## src/rtl/nco_pkg.sv

```systemverilog
package nco_pkg;

  typedef enum logic [1:0] {
    ACC_RUN  = 2'd0,
    ACC_HOLD = 2'd1,
    ACC_ZERO = 2'd2
  } acc_mode_e;

  // Zeroing (acc_zero or clear) outranks hold.
  function automatic acc_mode_e acc_mode_f(input logic hold, input logic zero,
                                           input logic clr);
    if (zero || clr) return ACC_ZERO;
    if (hold)        return ACC_HOLD;
    return ACC_RUN;
  endfunction

endpackage

```

## src/rtl/nco_word_bank.sv

```systemverilog
module nco_word_bank #(
  parameter int          W        = 32,
  parameter int          N        = 2,
  parameter bit          LIMIT_EN = 1'b0,
  parameter logic [W-1:0] LIMIT   = '1,
  localparam int         IDX_W    = (N > 1) ? $clog2(N) : 1
) (
  input  logic             clk,
  input  logic             rst_n,
  input  logic             wr_en,
  input  logic [IDX_W-1:0] wr_idx,
  input  logic [W-1:0]     wr_data,
  output logic [N*W-1:0]   words_flat,
  output logic             wr_reject
);

  logic wr_accept;

  function automatic logic in_range(input logic [W-1:0] v);
    return !LIMIT_EN || (v <= LIMIT);
  endfunction

  assign wr_accept = wr_en && in_range(wr_data);
  assign wr_reject = wr_en && !wr_accept;

  for (genvar i = 0; i < N; i++) begin : g_word
    logic [W-1:0] word_q;
    always_ff @(posedge clk or negedge rst_n) begin
      if (!rst_n)                                    word_q <= '0;
      else if (wr_accept && (wr_idx == IDX_W'(i)))   word_q <= wr_data;
    end
    assign words_flat[i*W +: W] = word_q;
  end

endmodule

```

## src/rtl/nco_sel_sync.sv

```systemverilog
module nco_sel_sync #(
  parameter int SW = 1
) (
  input  logic          clk,
  input  logic          rst_n,
  input  logic          clear,
  input  logic          sync_en,
  input  logic [SW-1:0] sel_in,
  output logic [SW-1:0] sel_q,
  output logic [SW-1:0] sel_eff
);

  always_ff @(posedge clk or negedge rst_n) begin
    if (!rst_n)     sel_q <= '0;
    else if (clear) sel_q <= '0;
    else            sel_q <= sel_in;
  end

  assign sel_eff = sync_en ? sel_q : sel_in;

endmodule

```

## src/rtl/nco_accum.sv

```systemverilog
module nco_accum
  import nco_pkg::*;
#(
  parameter int TW_W = 32,
  parameter int PH_W = 12
) (
  input  logic            clk,
  input  logic            rst_n,
  input  acc_mode_e       mode,
  input  logic [TW_W-1:0] step,
  input  logic [PH_W-1:0] offset,
  output logic [TW_W-1:0] acc_q,
  output logic [PH_W-1:0] phase_out,
  output logic            phase_valid
);

  logic [TW_W-1:0] acc_next;

  function automatic logic [PH_W-1:0] phase_word(input logic [TW_W-1:0] acc,
                                                 input logic [PH_W-1:0] ofs);
    return acc[TW_W-1 -: PH_W] + ofs;
  endfunction

  always_comb begin
    unique case (mode)
      ACC_ZERO: acc_next = '0;
      ACC_HOLD: acc_next = acc_q;
      default:  acc_next = acc_q + step;
    endcase
  end

  always_ff @(posedge clk or negedge rst_n) begin
    if (!rst_n) begin
      acc_q       <= '0;
      phase_out   <= '0;
      phase_valid <= 1'b0;
    end else begin
      acc_q       <= acc_next;
      phase_out   <= phase_word(acc_next, offset);
      phase_valid <= (mode == ACC_RUN);
    end
  end

endmodule

```

## src/rtl/nco_phase_core.sv

```systemverilog
module nco_phase_core
  import nco_pkg::*;
#(
  parameter int TW_W   = 32,
  parameter int PH_W   = 12,
  parameter int N_TUNE = 2,
  parameter int N_OFS  = 4,
  localparam int TI_W  = (N_TUNE > 1) ? $clog2(N_TUNE) : 1,
  localparam int OI_W  = (N_OFS > 1) ? $clog2(N_OFS) : 1,
  localparam logic [TW_W-1:0] TW_LIMIT = TW_W'(1) << (TW_W - 1)
) (
  input  logic            clk,
  input  logic            rst_n,
  input  logic            tune_wr,
  input  logic [TI_W-1:0] tune_idx,
  input  logic [TW_W-1:0] tune_word,
  input  logic            ofs_wr,
  input  logic [OI_W-1:0] ofs_idx,
  input  logic [PH_W-1:0] ofs_word,
  input  logic [TI_W-1:0] freq_sel,
  input  logic [OI_W-1:0] phase_sel,
  input  logic            sync_sel,
  input  logic            acc_hold,
  input  logic            acc_zero,
  input  logic            clear,
  output logic [PH_W-1:0] phase_out,
  output logic            phase_valid
);

  // Named internal events, observed by the bound checker.
  logic [N_TUNE*TW_W-1:0] tw_flat;
  logic [N_OFS*PH_W-1:0]  ofs_flat;
  logic                   tune_reject;
  logic                   ofs_reject;
  logic [TI_W-1:0]        fsel_q, fsel_eff;
  logic [OI_W-1:0]        psel_q, psel_eff;
  logic [TW_W-1:0]        tw_active;
  logic [PH_W-1:0]        ofs_active;
  logic [TW_W-1:0]        acc_q;
  acc_mode_e              mode;
  logic                   run_en;

  nco_word_bank #(.W(TW_W), .N(N_TUNE), .LIMIT_EN(1'b1), .LIMIT(TW_LIMIT)) i_tune_bank (
    .clk(clk), .rst_n(rst_n), .wr_en(tune_wr), .wr_idx(tune_idx),
    .wr_data(tune_word), .words_flat(tw_flat), .wr_reject(tune_reject)
  );

  nco_word_bank #(.W(PH_W), .N(N_OFS), .LIMIT_EN(1'b0)) i_ofs_bank (
    .clk(clk), .rst_n(rst_n), .wr_en(ofs_wr), .wr_idx(ofs_idx),
    .wr_data(ofs_word), .words_flat(ofs_flat), .wr_reject(ofs_reject)
  );

  nco_sel_sync #(.SW(TI_W)) i_fsel (
    .clk(clk), .rst_n(rst_n), .clear(clear), .sync_en(sync_sel),
    .sel_in(freq_sel), .sel_q(fsel_q), .sel_eff(fsel_eff)
  );

  nco_sel_sync #(.SW(OI_W)) i_psel (
    .clk(clk), .rst_n(rst_n), .clear(clear), .sync_en(sync_sel),
    .sel_in(phase_sel), .sel_q(psel_q), .sel_eff(psel_eff)
  );

  assign tw_active  = tw_flat[int'(fsel_eff)*TW_W +: TW_W];
  assign ofs_active = ofs_flat[int'(psel_eff)*PH_W +: PH_W];
  assign mode       = acc_mode_f(acc_hold, acc_zero, clear);
  assign run_en     = (mode == ACC_RUN);

  nco_accum #(.TW_W(TW_W), .PH_W(PH_W)) i_accum (
    .clk(clk), .rst_n(rst_n), .mode(mode), .step(tw_active),
    .offset(ofs_active), .acc_q(acc_q), .phase_out(phase_out),
    .phase_valid(phase_valid)
  );

endmodule

```

## config.mk

```make
export PLATFORM = sky130hd
export DESIGN_NAME = nco_phase_core
export DESIGN_NICKNAME = d
export VERILOG_FILES = /design/src/rtl/nco_pkg.sv /design/src/rtl/nco_word_bank.sv /design/src/rtl/nco_sel_sync.sv /design/src/rtl/nco_accum.sv /design/src/rtl/nco_phase_core.sv
export SDC_FILE = /design/constraint.sdc
export NUM_CORES = 1
export LEC_CHECK = 0
export BUFFER_PORTS_ARGS = -buffer_cell sky130_fd_sc_hd__buf_2
export CORE_UTILIZATION = 45
export DETAILED_ROUTE_END_ITERATION = 8
export SYNTH_ARGS = -nofsm -noshare
export SYNTH_HDL_FRONTEND = slang
export SYNTH_SLANG_ARGS = --single-unit
```

## constraint.sdc

```tcl
create_clock -name clk -period 16.5 [get_ports clk]
set_input_delay 2.475 -clock clk [delete_from_list [all_inputs] [get_ports clk]]
set_output_delay 2.475 -clock clk [all_outputs]
set_load 0.02 [all_outputs]
```

==> impl_metrics.yaml <==
cells_and_area:
  layout.area.seq_sq_mm: 0.00400
  nFillCells: 1688
  area_delta_synth_final_pct: 13.8
  nets: 915
  fin_util: 0.528
  num_antenna_cells: 0
  drive_gt1_frac: 0.345
  multi_input_area_sq_mm: 0.00464
  fin_cells: 1087
synth:
  syn_inst: 743
  synth_compound_area_frac: 0.107
  ys_seq_area_frac: 0.456
  postSynth.asyncResetShare: 1.00
  yosysUniqueCellTypes: 64
  yosysTopAreaCell: "dfrtp_1"
  synth_mux_area_frac: 0.231
  synth.cell_area_sq_mm: 0.00877
  dominantRegCellSynth: "dfrtp_1"
  yosysWarnings: 0
  ys_ff_latch: 160
  syn_nets: 844
  synthAdderAreaFrac: 0.0654
  synth_top_family_by_area: "multiplexers"
  avgSynthCellArea_sq_um: 11.8
  synth.top_cell.area_share: 0.456
  yosys-top-cells-area: "dfrtp_1, mux2_2, ha_1, a21oi_1, mux4_2"
  synth-edff-count: 0
  synth-xor-area-share: 0.0359
  synthSimpleGateAreaFrac: 0.0881
power_and_ir_drop:
  seqPwrFrac: 0.407
  p_per_area_mw_per_mm2: 122
  peakVddDrop_uv: 68.9
  p_int_mw: 0.823
  pwr-share-comb: 0.290
  leakage_nw: 4.50
  switchingPower_mw: 0.399
  p_sw_frac: 0.327
  p_clk_frac: 0.303
placed_design:
  port_buffers: 70
  gp_congestion: 0.856
  place_inst: 1055
  dp_hpwl_um: 14800
  place_ws_ns: 8.17
grt:
  antenna_found_initial: 0
  grt_first_pass_wirelength_um: 33000
  grt_pass1_vias: 6350
  grt_remaining_overflow: 0
  gr-usage-all-layers: 0.215
  grt_max_degree: 93
die:
  fp.dieW_um: 142
  start_util: 0.464
  die_h_um: 142
  fp.coreArea_sq_mm: 0.0189
  die_area_sq_mm: 0.0201
  num_rows: 50
  io_pins: 71
route:
  avgViaCountPerCell: 5.57
  first_pass_iters: 4
  drt-initial-drc-count: 225
  ant_nets: 0
  vias: 6052
  drc: 0
  wl_um: 20200
  post_drt_wl_per_cell_um: 18.6
setup_path:
  crit_slowest_cell: "buf_4"
  r2r_cells: 25
  start_kind: "input pin"
  rrSetupSlack_ns: 10.49
  crit-reg2reg-launch: "i_fsel.sel_q$_DFF_PN0_"
  crit_type: "input pin to flip-flop"
  reg2reg_to: "i_accum.phase_out[11]$_DFF_PN0_"
  crit_arrival_ns: 8.28
  worstPathRequired_ns: 16.86
  cp_common_cell: "a21oi_1"
  max_stage_delay_ns: 0.43
  worstSetupEndpointType: "flip-flop"
  critPathMaxFanout: 32
clocking:
  clk_path_buf_depth: 2
  cts_hold_buf: 0
  clkLatencyLatePin_ns: 0.43
  post-cts-setup-buffer-count: 0
  cts-resized-gates: 0
  clockRootBuffer: "clkbuf_16"
  cts_tree: "built"
  cts_sinks: 160
  clk_pin_slew_worst_paths_ns: 0.07
  htreeDepth: 4
  cts_buffers: 17
timing:
  max-slew-margin-rel: 0.265
  worst_slew_pin_slew_ns: 1.10
  tns_ns: 0
  timing.final.crit_share: 0.480
  hold_viol: 0
  final-setup-viol-count: 0
  max_freq_ghz: 0.126
  rsz0062_at_grt: "false"
  fin_skew_ns: 0.0113
  layout_min_cycle_time_ns: 7.92
  fin_ws_ns: 8.58
  slew_viol_final: 0
worst_hold_path:
  hp-class: "flip-flop to flip-flop"
  whs_endpoint: "i_tune_bank.g_word[0].word_q[25]$_DFFE_PN0P_"
  min_delay_path_depth: 1
  hp-start: "i_tune_bank.g_word[0].word_q[25]$_DFFE_PN0P_"
job:
  maxCapViolations: 0
run_status:
  status: "finished clean"
## sequential cells by signal (all words and copies together), names as in the netlist
register,flops
i_tune_bank.g_word.word_q,64
i_ofs_bank.g_word.word_q,48
i_accum.acc_q,32
i_accum.phase_out,12
i_psel.sel_q,2
i_accum.phase_valid,1
i_fsel.sel_q,1
## power by group through the flow
stage	logic (mW)	clock network, mW	registers (mW)
floorplan	0.247	0	0.509
global placement	0.350	0	0.499
detailed placement	0.355	0	0.504
CTS	0.358	0.380	0.497
global route	0.390	0.397	0.506
finish	0.354	0.371	0.498
## cells in the final DEF (no fill, tap or decap), drive strengths merged, types with 2 or more instances in the layout
cell / count
buf: 78
o311ai: 2
o21a: 5
nand3: 16
o31ai: 2
a211oi: 6
o211a: 2
o221ai: 3
nor3: 7
nand2b: 4
nand3b: 3
clkbuf: 17
nand4: 8
clkinvlp: 2
o21ai: 24
and2: 6
nor2b: 7
mux4: 11
nand2: 20
nor3b: 2
fa: 2
mux2: 146
a21oi: 52
ha: 41
xor2: 14
dfrtp: 160
nor2: 61
o211ai: 6
clkinv: 7
mux2i: 13
maj3: 2
a21o: 15
o21bai: 4
inv: 17
a31oi: 5
or3: 6
xnor2: 22
a2111oi: 2
nor4: 8
and3: 3
## how the worst max path moves through the flow
| stage | start | end | slack [ns] | cells after the start |
|---|---|---|---|---|
| after floorplan | sync_sel | i_accum.phase_out[11]$_DFF_PN0_ | 8.80 | 26 |
| after global placement | sync_sel | i_accum.phase_out[11]$_DFF_PN0_ | 8.25 | 27 |
| after detailed placement | sync_sel | i_accum.phase_out[11]$_DFF_PN0_ | 8.17 | 27 |
| after CTS | sync_sel | i_accum.phase_out[11]$_DFF_PN0_ | 8.56 | 27 |
| after global routing | sync_sel | i_accum.phase_out[11]$_DFF_PN0_ | 8.12 | 26 |
| final | sync_sel | i_accum.phase_out[11]$_DFF_PN0_ | 8.58 | 26 |
## critical path: cells and delay by family
family / cells / cell delay, ns
XOR/XNOR: 2 / 0.23
AND/OR/NAND/NOR: 3 / 0.60
AO/OA/AOI/OAI: 13 / 2.65
multiplexers: 3 / 0.79
buffers and inverters: 2 / 0.59
adder cells (fa/ha/maj): 3 / 0.93
## per-stage QoR
stage | hold WS, ns | cell area, sq um | power (mW)
CTS | 0.503 | 9980 | 1.24
detailed placement | 0.488 | 9430 | 0.859
finish | 0.502 | 9980 | 1.22
global placement | 0.482 | 9430 | 0.849
floorplan | 0.474 | 8770 | 0.756
global route | 0.516 | 9980 | 1.29
## routing by layer
layer  routed length, um  GRT usage
met4                 279     0.0640
met5                   0          0
met3                 531     0.0381
met2                9830      0.361
met1                9600      0.285
## cell families (layout without fill, tap and decap cells)
kind of cell / after synthesis / in the layout
buffers and inverters: 37 / 121
AO/OA/AOI/OAI: 139 / 139
adder cells (fa/ha/maj): 45 / 45
XOR/XNOR: 36 / 36
multiplexers: 170 / 170
flip-flops: 160 / 160
AND/OR/NAND/NOR: 156 / 156
## final cells by class
cell class,count,area share
multi-input cells,546,0.465
flip-flops and latches,160,0.401
clock buffers,17,0.0426
repair buffers,78,0.0417
well taps,260,0.0326
clock inverters,15,0.0128
inverters,11,0.00414
## cell usage after synthesis, drive strengths merged, types with 11 or more instances
library cell / instances
ha: 41
mux2i: 13
nand3: 16
mux2: 146
mux4: 11
xor2: 14
xnor2: 22
nand2: 20
dfrtp: 160
clkbuf: 17
o21ai: 24
nor2: 61
a21o: 15
a21oi: 52
inv: 11
Note: power is estimated with default switching activity, not from simulation.
